`src/rtl/romwalk_pkg.sv`:
```
package romwalk_pkg;
  localparam logic [7:0] CID0_VAL = 8'h0D;
  localparam logic [7:0] CID2_VAL = 8'h05;
  localparam logic [7:0] CID3_VAL = 8'hB1;
  localparam logic [3:0] CLASS_TABLE = 4'h1;
  localparam int ID_WORDS = 12;
  localparam logic [11:0] ID_OFFSET = 12'hFD0;

  typedef enum logic [2:0] {
    S_IDLE, S_ROOT, S_ENT_REQ, S_ENT_WAIT, S_COMP, S_EMIT, S_POP, S_FINISH
  } walk_state_t;

  typedef enum logic [1:0] {F_IDLE, F_REQ, F_WAIT} fetch_state_t;

  function automatic logic entry_present(input logic [31:0] e);
    return e[1:0] == 2'b11;
  endfunction
endpackage

```
`src/rtl/romwalk_idfetch.sv`:
```
module romwalk_idfetch
  import romwalk_pkg::*;
(
  input  logic        clk,
  input  logic        rst_n,
  input  logic        go,
  input  logic [19:0] page,
  output logic        req_valid,
  input  logic        req_ready,
  output logic [31:0] req_addr,
  input  logic        resp_valid,
  input  logic [7:0]  resp_byte,
  input  logic        resp_err,
  output logic        done,
  output logic [63:0] pid,
  output logic [3:0]  cls,
  output logic        id_ok,
  output logic        err
);
  fetch_state_t st;
  logic [3:0]  cnt;
  logic [31:0] cid_q;

  assign req_valid = (st == F_REQ);
  assign req_addr  = {page, ID_OFFSET + {6'd0, cnt, 2'b00}};
  assign cls   = cid_q[15:12];
  assign id_ok = (cid_q[7:0] == CID0_VAL) && (cid_q[23:16] == CID2_VAL) &&
                 (cid_q[31:24] == CID3_VAL);

  always_ff @(posedge clk or negedge rst_n) begin
    if (!rst_n) begin
      st <= F_IDLE; cnt <= '0; cid_q <= '0; pid <= '0; err <= 1'b0; done <= 1'b0;
    end else begin
      done <= 1'b0;
      case (st)
        F_IDLE: if (go) begin
          st <= F_REQ; cnt <= '0; err <= 1'b0; cid_q <= '0; pid <= '0;
        end
        F_REQ: if (req_ready) st <= F_WAIT;
        F_WAIT: if (resp_valid) begin
          err <= err | resp_err;
          if (cnt < 4'd4)      pid[8*(int'(cnt)+4) +: 8] <= resp_byte;
          else if (cnt < 4'd8) pid[8*(int'(cnt)-4) +: 8] <= resp_byte;
          else                 cid_q[8*(int'(cnt)-8) +: 8] <= resp_byte;
          if (cnt == 4'(ID_WORDS-1)) begin
            st <= F_IDLE; done <= 1'b1;
          end else begin
            cnt <= cnt + 4'd1; st <= F_REQ;
          end
        end
        default: st <= F_IDLE;
      endcase
    end
  end

  a_r12_id_req_hold: assert property (@(posedge clk) disable iff (!rst_n)
    req_valid && !req_ready |=> req_valid && $stable(req_addr));
  a_r2_resp_only_waiting: assert property (@(posedge clk) disable iff (!rst_n)
    (st == F_WAIT) && resp_valid |-> cnt < 4'(ID_WORDS));
endmodule

```
`src/rtl/romwalk_stack.sv`:
```
module romwalk_stack #(
  parameter int DEPTH = 4,
  parameter int WIDTH = 30
) (
  input  logic             clk,
  input  logic             rst_n,
  input  logic             push,
  input  logic             pop,
  input  logic [WIDTH-1:0] push_data,
  output logic [WIDTH-1:0] top_data,
  output logic             empty,
  output logic             full
);
  localparam int CW = $clog2(DEPTH + 1);
  logic [CW-1:0] count;
  logic [WIDTH-1:0] slot [DEPTH];

  assign empty = (count == '0);
  assign full  = (count == CW'(DEPTH));
  assign top_data = empty ? '0 : slot[count - CW'(1)];

  for (genvar g = 0; g < DEPTH; g++) begin : g_slot
    always_ff @(posedge clk or negedge rst_n) begin
      if (!rst_n) slot[g] <= '0;
      else if (push && count == CW'(g)) slot[g] <= push_data;
    end
  end

  always_ff @(posedge clk or negedge rst_n) begin
    if (!rst_n) count <= '0;
    else if (push && !full) count <= count + CW'(1);
    else if (pop && !empty) count <= count - CW'(1);
  end

  a_r8_no_push_full: assert property (@(posedge clk) disable iff (!rst_n)
    push |-> !full && !pop);
  a_r7_no_pop_empty: assert property (@(posedge clk) disable iff (!rst_n)
    pop |-> !empty);
endmodule

```
`src/rtl/romwalk_top.sv`:
```
module romwalk_top
  import romwalk_pkg::*;
#(
  parameter int DEPTH = 4,
  parameter int MAX_ENTRIES = 960
) (
  input  logic        clk,
  input  logic        rst_n,
  input  logic        start,
  input  logic [31:0] base_in,
  output logic        busy,
  output logic        done,
  output logic        no_table,
  output logic        stack_err,
  output logic        req_valid,
  input  logic        req_ready,
  output logic [31:0] req_addr,
  input  logic        resp_valid,
  input  logic [31:0] resp_data,
  input  logic        resp_err,
  output logic        rec_valid,
  input  logic        rec_ready,
  output logic [31:0] rec_base,
  output logic [3:0]  rec_class,
  output logic [63:0] rec_pid,
  output logic        rec_id_ok,
  output logic        rec_unreadable
);
  localparam int IDXW = $clog2(MAX_ENTRIES + 1);
  localparam int FW   = 20 + IDXW;
  localparam logic [IDXW-1:0] LAST_IDX = IDXW'(MAX_ENTRIES - 1);
  localparam logic [IDXW-1:0] END_IDX  = IDXW'(MAX_ENTRIES);

  walk_state_t st;
  logic [19:0] tbl_page, comp_page;
  logic [IDXW-1:0] idx;
  logic go_q;

  logic f_req_valid, f_done, f_id_ok, f_err;
  logic [31:0] f_addr;
  logic [63:0] f_pid;
  logic [3:0]  f_cls;

  logic s_push, s_pop, s_empty, s_full;
  logic [FW-1:0] s_top;

  romwalk_idfetch u_fetch (
    .clk(clk), .rst_n(rst_n), .go(go_q), .page(comp_page),
    .req_valid(f_req_valid), .req_ready(req_ready), .req_addr(f_addr),
    .resp_valid(resp_valid), .resp_byte(resp_data[7:0]), .resp_err(resp_err),
    .done(f_done), .pid(f_pid), .cls(f_cls), .id_ok(f_id_ok), .err(f_err)
  );

  romwalk_stack #(.DEPTH(DEPTH), .WIDTH(FW)) u_stack (
    .clk(clk), .rst_n(rst_n), .push(s_push), .pop(s_pop),
    .push_data({tbl_page, idx + IDXW'(1)}), .top_data(s_top),
    .empty(s_empty), .full(s_full)
  );

  logic descend;
  assign descend = rec_id_ok && !rec_unreadable && (rec_class == CLASS_TABLE);
  assign s_push = (st == S_EMIT) && rec_ready && descend && !s_full;
  assign s_pop  = (st == S_POP) && !s_empty;

  assign busy      = (st != S_IDLE);
  assign rec_valid = (st == S_EMIT);
  assign req_valid = f_req_valid || (st == S_ENT_REQ);
  assign req_addr  = (st == S_ENT_REQ) ?
                     {tbl_page, 12'(idx) << 2} : f_addr;

  always_ff @(posedge clk or negedge rst_n) begin
    if (!rst_n) begin
      st <= S_IDLE; tbl_page <= '0; comp_page <= '0; idx <= '0; go_q <= 1'b0;
      done <= 1'b0; no_table <= 1'b0; stack_err <= 1'b0;
      rec_base <= '0; rec_class <= '0; rec_pid <= '0;
      rec_id_ok <= 1'b0; rec_unreadable <= 1'b0;
    end else begin
      go_q <= 1'b0;
      done <= 1'b0;
      case (st)
        S_IDLE: if (start) begin
          no_table <= 1'b0; stack_err <= 1'b0;
          if (base_in[1:0] != 2'b11) begin
            no_table <= 1'b1; st <= S_FINISH;
          end else begin
            tbl_page <= base_in[31:12]; comp_page <= base_in[31:12];
            go_q <= 1'b1; st <= S_ROOT;
          end
        end
        S_ROOT: if (f_done) begin
          if (f_id_ok && !f_err) begin
            idx <= '0; st <= S_ENT_REQ;
          end else begin
            no_table <= 1'b1; st <= S_FINISH;
          end
        end
        S_ENT_REQ: if (req_ready) st <= S_ENT_WAIT;
        S_ENT_WAIT: if (resp_valid) begin
          if (!resp_err && resp_data == 32'd0) begin
            st <= S_POP;
          end else if (!resp_err && entry_present(resp_data)) begin
            comp_page <= tbl_page + resp_data[31:12];
            go_q <= 1'b1; st <= S_COMP;
          end else begin
            idx <= idx + IDXW'(1);
            st  <= (idx == LAST_IDX) ? S_POP : S_ENT_REQ;
          end
        end
        S_COMP: if (f_done) begin
          rec_base <= {comp_page, 12'h000}; rec_class <= f_cls; rec_pid <= f_pid;
          rec_id_ok <= f_id_ok; rec_unreadable <= f_err;
          st <= S_EMIT;
        end
        S_EMIT: if (rec_ready) begin
          if (descend && !s_full) begin
            tbl_page <= comp_page; idx <= '0; st <= S_ENT_REQ;
          end else begin
            if (descend) stack_err <= 1'b1;
            idx <= idx + IDXW'(1);
            st  <= (idx == LAST_IDX) ? S_POP : S_ENT_REQ;
          end
        end
        S_POP: begin
          if (s_empty) st <= S_FINISH;
          else begin
            tbl_page <= s_top[FW-1:IDXW];
            idx <= s_top[IDXW-1:0];
            st  <= (s_top[IDXW-1:0] == END_IDX) ? S_POP : S_ENT_REQ;
          end
        end
        S_FINISH: begin
          done <= 1'b1; st <= S_IDLE;
        end
        default: st <= S_IDLE;
      endcase
    end
  end

  a_r11_rec_hold: assert property (@(posedge clk) disable iff (!rst_n)
    rec_valid && !rec_ready |=> rec_valid && $stable(rec_base) &&
    $stable(rec_pid) && $stable(rec_class) && $stable(rec_unreadable));
  a_r12_req_hold: assert property (@(posedge clk) disable iff (!rst_n)
    req_valid && !req_ready |=> req_valid && $stable(req_addr));
  a_r9_idx_bound: assert property (@(posedge clk) disable iff (!rst_n)
    (st == S_ENT_REQ) |-> idx < END_IDX);
  a_r13_quiet_idle: assert property (@(posedge clk) disable iff (!rst_n)
    !busy |-> !req_valid && !rec_valid);
  a_r13_done_pulse: assert property (@(posedge clk) disable iff (!rst_n)
    done |=> !done);
endmodule

```
`config.mk`:
```
export PLATFORM = sky130hd
export DESIGN_NAME = romwalk_top
export DESIGN_NICKNAME = d
export VERILOG_FILES = /design/src/rtl/romwalk_pkg.sv /design/src/rtl/romwalk_idfetch.sv /design/src/rtl/romwalk_stack.sv /design/src/rtl/romwalk_top.sv
export SDC_FILE = /design/constraint.sdc
export NUM_CORES = 1
export LEC_CHECK = 0
export ABC_AREA = 0
export BUFFER_PORTS_ARGS = -buffer_cell sky130_fd_sc_hd__buf_4
export CAP_MARGIN = 20
export CELL_PAD_IN_SITES_DETAIL_PLACEMENT = 1
export CELL_PAD_IN_SITES_GLOBAL_PLACEMENT = 2
export CORE_MARGIN = 2
export CORE_UTILIZATION = 40
export CTS_BUF_LIST = sky130_fd_sc_hd__clkbuf_8
export DETAILED_ROUTE_END_ITERATION = 10
export GPL_TIMING_DRIVEN = 0
export PLACE_DENSITY_LB_ADDON = 0.1
export SKIP_LAST_GASP = 1
export SLEW_MARGIN = 0
export SYNTH_ARGS = -nofsm -noshare
export SYNTH_HDL_FRONTEND = slang
export SYNTH_SLANG_ARGS = --single-unit
```
`constraint.sdc`:
```
create_clock -name clk -period 6.8 [get_ports clk]
set_input_delay 1.36 -clock clk [delete_from_list [all_inputs] [get_ports clk]]
set_output_delay 1.36 -clock clk [all_outputs]
set_load 0.005 [all_outputs]
```
Word level (Yosys, flattened, before mapping):

Index checks and enable logic that the tools add are counted.
W data, S select, Z words.

* flip-flop bits (word level): 374
* bits of input ports: 71
* output and inout port bits: 140
* word-level logic and storage cells: 226

* add/subtract/negate cells: 12
* $lt $le $gt $ge: 3
* eq/ne operators: 45
* shift-type cells: 6
* multiplexer cells: 86
* bitwise operators: 2
* reduce and logical (&&, ||, !) cells: 48

Operator list (number)
* $mux W64: 4
* $mux W20: 8
* $mux W32: 5
* $bwmux W64: 2
* $pmux W64 S2: 1
* $shift A8 B33 Y64 const A: 2
* $shiftx A8 B33 Y64: 2
* $neg A32 Y33: 3
* $mux W30: 3
* $mux W10: 8
* $pmux W32 S2: 1
* $bmux W30 S2: 1
* $pmux W20 S3: 1
* $mux W3: 16
* $pmux W10 S4: 1
* $pmux W20 S2: 1
* $ne A2 B2 Y1 const B: 18
* $shift A8 B33 Y32 const A: 1
* $shiftx A8 B33 Y32: 1
* $bwmux W32: 1
* $logic_not A32 Y1: 1
* $pmux W3 S8: 1
* $add A20 B20 Y20: 1
* $eq A10 B10 Y1 const B: 2
* 45 further kinds: 117

Depth between registers and ports, before layout:

* depth after elaboration: 10
* mapped depth: 14
* depth with buffers taken out: 12

Cells and area by module:

From an unflattened synthesis, not the netlist that was laid out.

* cells, all modules: 1624
* area total of the unflattened synthesis: 19603.8 um2

By module, submodules not included
* romwalk_top: times used 1, cells an instance 748, area an instance 7923.8 um2, seq. area each 3678.5 um2
* romwalk_idfetch: times used 1, cells an instance 520, area an instance 5930.7 um2, seq. area each 2502.4 um2
* romwalk_stack: times used 1, cells an instance 356, area an instance 5749.3 um2, seq. area each 3078.0 um2

Least setup slack after synthesis:

OpenSTA, ideal clock, no wires.

* kind: register to register
* start point: register u_fetch.cnt[2]
* end point: register u_fetch.pid[48]
* setup time: 0.121 ns
* data arrival time: 3.333 ns
* required time: 6.679 ns
* slack: 3.346 ns
* stages on the path, launching flop included: 10
* buffers on the path: 1
* clock period less this slack: 3.454 ns
* cell sequence: dfrtp_1 > buf_2 > inv_1 > nor3_1 > fa_1 > or4b_1 > o32ai_4 > nand2_2 > o21a_2 > a22o_1

* word-level cells in the longest chain between the ends: 8
* elaborated cells between the ends (all ways): 18
* those cells by class: 4 x add/sub; 2 x order compare; 1 x eq/ne; 4 x shift; 6 x mux; 1 x reduce/logical

Ends and longest elaborated chain
* from (decl): line romwalk_idfetch.sv:21 `logic [3:0] cnt;`
* from (signal assigned): line romwalk_idfetch.sv:32 `st <= F_IDLE; cnt <= '0; cid_q <= '0; pid <= '0; err <= 1'b0; done <= 1'b0;`
* from (signal assigned): line romwalk_idfetch.sv:37 `st <= F_REQ; cnt <= '0; err <= 1'b0; cid_q <= '0; pid <= '0;`
* from (signal assigned): line romwalk_idfetch.sv:48 `cnt <= cnt + 4'd1; st <= F_REQ;`
* $sub A4 B3 Y5: line romwalk_idfetch.sv:43 `else if (cnt < 4'd8) pid[8*(int'(cnt)-4) +: 8] <= resp_byte;`
* $neg A32 Y33: line romwalk_idfetch.sv:43
* $shiftx A8 B33 Y64 or $shift A8 B33 Y64 (tied branches): line romwalk_idfetch.sv:43
* $bwmux W64: line romwalk_idfetch.sv:43
* $mux W64: line romwalk_idfetch.sv:43
* $mux W64: line romwalk_idfetch.sv:42 `if (cnt < 4'd4) pid[8*(int'(cnt)+4) +: 8] <= resp_byte;`
* $mux W64: line romwalk_idfetch.sv:40 `F_WAIT: if (resp_valid) begin`
* $pmux W64 S2: line romwalk_idfetch.sv:35 `case (st)`
* to (signal, indexed assignment): line romwalk_idfetch.sv:42
* to (signal, indexed assignment): line romwalk_idfetch.sv:43
* to (decl): line romwalk_idfetch.sv:15 `output logic [63:0] pid,`

Parallel ways exist; a longest one is shown, timed or not. The select of a mux whose other input is x is not followed.
A chain may end at the register's enable or synchronous reset.

Worst setup path in the final report:

* start point: register u_stack.count[0]
* end point: register tbl_page[15]

* word-level cells in the longest chain between the ends: 8
* elaborated cells between the ends (all ways): 15
* those cells by class: 1 x add/sub; 3 x eq/ne; 6 x mux; 1 x bitwise; 4 x reduce/logical

Ends and longest elaborated chain
* from (decl): line romwalk_stack.sv:15 `logic [CW-1:0] count;`
* from (signal assigned): line romwalk_stack.sv:31 `else if (push && !full) count <= count + CW'(1);`
* from (signal assigned): line romwalk_stack.sv:32 `else if (pop && !empty) count <= count - CW'(1);`
* $sub A3 B1 Y3: line romwalk_stack.sv:20 `assign top_data = empty ? '0 : slot[count - CW'(1)];`
* $not A3 Y4 (implied by the code): line romwalk_stack.sv:20
* $bmux W30 S2: line romwalk_stack.sv:20
* $mux W30 (implied by the code) (2 in a row): line romwalk_stack.sv:20
* $mux W30: line romwalk_stack.sv:20
* $mux W20: line romwalk_top.sv:124 `if (s_empty) st <= S_FINISH;`
* $pmux W20 S3: line romwalk_top.sv:80 `case (st)`
* to (signal assigned): line romwalk_top.sv:86 `tbl_page <= base_in[31:12]; comp_page <= base_in[31:12];`
* to (signal assigned): line romwalk_top.sv:126 `tbl_page <= s_top[FW-1:IDXW];`
* to (decl): line romwalk_top.sv:35 `logic [19:0] tbl_page, comp_page;`

Parallel ways exist; a longest one is shown, timed or not. The select of a mux whose other input is x is not followed.

==> results.tsv <==
metric	value	unit
HPWL Detailed	41400	µm
peak supply drop	146	µV
Avg WL per Cell	22.2	µm
combinational power share	31.2	%
CP startpoint	u_stack.count[0]	
Syn Area/Cell	11.0	µm²
I/O pin cnt	211	
CP Class	flop to flop	
WL final	56000	µm
r2r endpoint	tbl_page[15]	
Critical R2R Launch	u_stack.count[0]	
Synth top area share	52.4	%
R2R setup slack	2.10	ns
Syn-to-layout area delta	20.4	%
P_leak	10.3	nW
CTS Buf Count	68	
post-synthesis register bit count	370	
H-tree Lvls	3	
hold path cells	2	
initial antenna violation count	0	
global route overflow	0	
status	complete, no violations	
Starting Density	40.2	%
Final Max Tran Viols	0	
Critical Path Sink Type	flop	
DP Worst Slack	2.09	ns
DR vias/cell	5.42	
crit path DAT	5.21	ns
chip height	214	µm
share of cells above drive strength 1	27.3	%
number of sinks on the clock net	370	
Post-CTS Setup Inserts	0	
CTS tree	yes	
clock network power share	30.1	%
Seq pwr share	38.6	%
Die ar.	45900	µm²
Power Dens Cells	325	nW/µm²
Synth Instances	1608	
Worst slew margin	36.3	%
Post-route DRC	0	
Clk Latency, worst-skew pair	0.64	ns
time the worst path needs with I/O delays and setup	4.70	ns
worst slew pin tran	0.946	ns
fin crit share	69.2	%
# setup viols final	0	
clk buf depth	3	
post-CTS resize count	0	
Worst setup SP type	flop	
Routed Antenna Nets	0	
# nets final	1994	
switching power total	2.58	mW
Async SR Flop Fraction	100	%
top-count cell post-synth	dfrtp_1	
largest net degree at the start of global routing	108	
routability congestion estimate from global placement	0.842	
Post-Syn Area	17700	µm²
Total Neg Setup Slack	0	ns
Max Freq	0.213	GHz
Min-Delay Path Class	flop to flop	
top cells by area, synth	dfrtp_1 (52%), mux2_2 (10%), nand2_1 (6.4%)	
row cnt	77	
internal power	4.35	mW
RSZ-0062 raised after global routing	false	
global-route wire length before repair	87200	µm
Die W	214	µm
Top FF cell, synth	dfrtp_1	
Seq/Total Area, Yosys	52.4	%
Fillers	4846	
via count	13600	
final-report hold violation count	0	
Pre-Repair DR Iteration Count	5	
GRT Util Overall	24.7	%
core area	43900	µm²
number of buffers added on ports	183	
vias in the first global route	14400	
clock tree root driver cell	clkbuf_8	
DR iter-0 viols	901	
Sw Share	37.2	%
commonest cells in the netlist	dfrtp_1 (370), nand2_1 (299), mux2_2 (162)	
# hold bufs at CTS	0	
Post-synth EDFFs	0	
worst r2r path cells	11	
Layout Skew	0.0296	ns
clk slew on worst S/H paths	0.06	ns
Synth cell types	68	
Worst Setup Slack, final	2.10	ns
n_diodes	0	
cell taking the most area after synthesis	dfrtp_1	
total of max-cap violations	0	
critical path required time	7.31	ns
worst setup path end	tbl_page[15]	
crit-path max FO	10	
Yosys warnings	0	
-- critical path, stage by stage, from the launching register on --
cell and delay [ns]:
dfrtp_1 0.40, clkbuf_1 0.29, buf_2 0.40, buf_2 0.44, inv_1 0.19, ha_1 0.32
clkbuf_1 0.36, clkbuf_1 0.61, clkbuf_1 0.67, mux4_2 0.46, a222oi_1 0.31, o21ai_0 0.12
-- cell usage in the layout, fill, tap and decap left out, types with 8 or more instances in the layout --
cell / count
dfrtp_1: 370
nand3_1: 43
a21o_1: 18
a32o_1: 24
buf_2: 15
inv_1: 45
nand2b_1: 8
a222oi_1: 20
nor2_1: 60
nand2_1: 299
o21ai_0: 141
mux2_2: 162
nor3_1: 15
conb_1: 14
ha_1: 44
nor4_1: 12
clkbuf_1: 77
nand4_1: 9
mux4_2: 30
and3_1: 16
buf_4: 199
a22o_1: 20
a31oi_1: 11
xnor2_1: 17
xor2_1: 11
clkbuf_8: 82
a21oi_1: 47
-- worst min-delay path by stage --
stage,from,end,slack (ns)
after floorplan,u_stack.slot[61],u_stack.slot[61],0.44
after global placement,u_stack.slot[53],u_stack.slot[53],0.45
after detailed placement,u_stack.slot[81],u_stack.slot[81],0.46
after CTS,u_stack.slot[81],u_stack.slot[81],0.47
after global routing,u_stack.slot[72],u_stack.slot[72],0.49
final,u_stack.slot[58],u_stack.slot[58],0.47
-- power groups by stage --
stage | Sequential [mW] | Combinational (mW) | Clock, mW
final | 2.67 | 2.16 | 2.09
after global routing | 2.69 | 2.38 | 2.25
after CTS | 2.66 | 2.18 | 2.15
after detailed placement | 2.70 | 2.16 | 0
after global placement | 2.69 | 2.12 | 0
after floorplan | 2.55 | 1.38 | 0
-- sequential cells by signal, indices dropped and copies added, names as in the netlist --
| register | cells |
|---|---|
| no_table | 1 |
| stack_err | 1 |
| st | 3 |
| go_q | 1 |
| u_fetch.cid_q | 28 |
| u_fetch.pid | 64 |
| u_stack.count | 3 |
| done | 1 |
| rec_class | 4 |
| idx | 10 |
| rec_id_ok | 1 |
| u_stack.slot | 120 |
| rec_base | 20 |
| rec_pid | 64 |
| u_fetch.done | 1 |
| u_fetch.st | 2 |
| u_fetch.err | 1 |
| u_fetch.cnt | 4 |
| comp_page | 20 |
| rec_unreadable | 1 |
| tbl_page | 20 |
-- logic make-up after synthesis --
group                      after synthesis  share of synthesized area [%]
and+or+nand+nor                        518                           13.6
buffers and inverters                  134                           3.31
AOI/OAI and AO/OA                      312                           11.4
muxes                                  199                           14.5
adders and majority gates               46                           3.34
other                                    1                         0.0212
xor gates and xnor gates                28                           1.39
DFF                                    370                           52.4
-- layer usage --
| metal | wire length, µm | track usage, % | vias to the layer above |
|---|---|---|---|
| met1 | 25300 | 33.1 | 6964 |
| li1 | - | - | 6270 |
| met4 | 1970 | 10.3 | 0 |
| met2 | 26400 | 40.0 | 306 |
| met3 | 2410 | 4.13 | 102 |
| met5 | 0 | 0 | - |
-- stage by stage --
step                utilization (%)  hold WS (ns)  power (mW)  instance area [µm²]  cells
global route                   48.4         0.488        7.33                21300   2519
global placement               45.1         0.452        4.81                19800   2396
finish                         48.4         0.469        6.92                21300   2519
detailed placement             45.4         0.459        4.86                19900   2399
CTS                            48.4         0.474        6.98                21300   2519
floorplan                         -         0.440        3.92                17700   1621
-- layout make-up --
cell class / count / area, µm² / share of cell area (%)
Buffer: 112 / 503 / 2.37
Clock buffer: 82 / 1130 / 5.31
Clock inverter: 38 / 204 / 0.959
Inverter: 22 / 82.6 / 0.388
Multi-Input combinational cell: 1117 / 7890 / 37.1
Sequential cell: 370 / 9260 / 43.5
Tap cell: 592 / 741 / 3.48
Timing Repair Buffer: 186 / 1460 / 6.88
(Power assumes the default switching activity.)
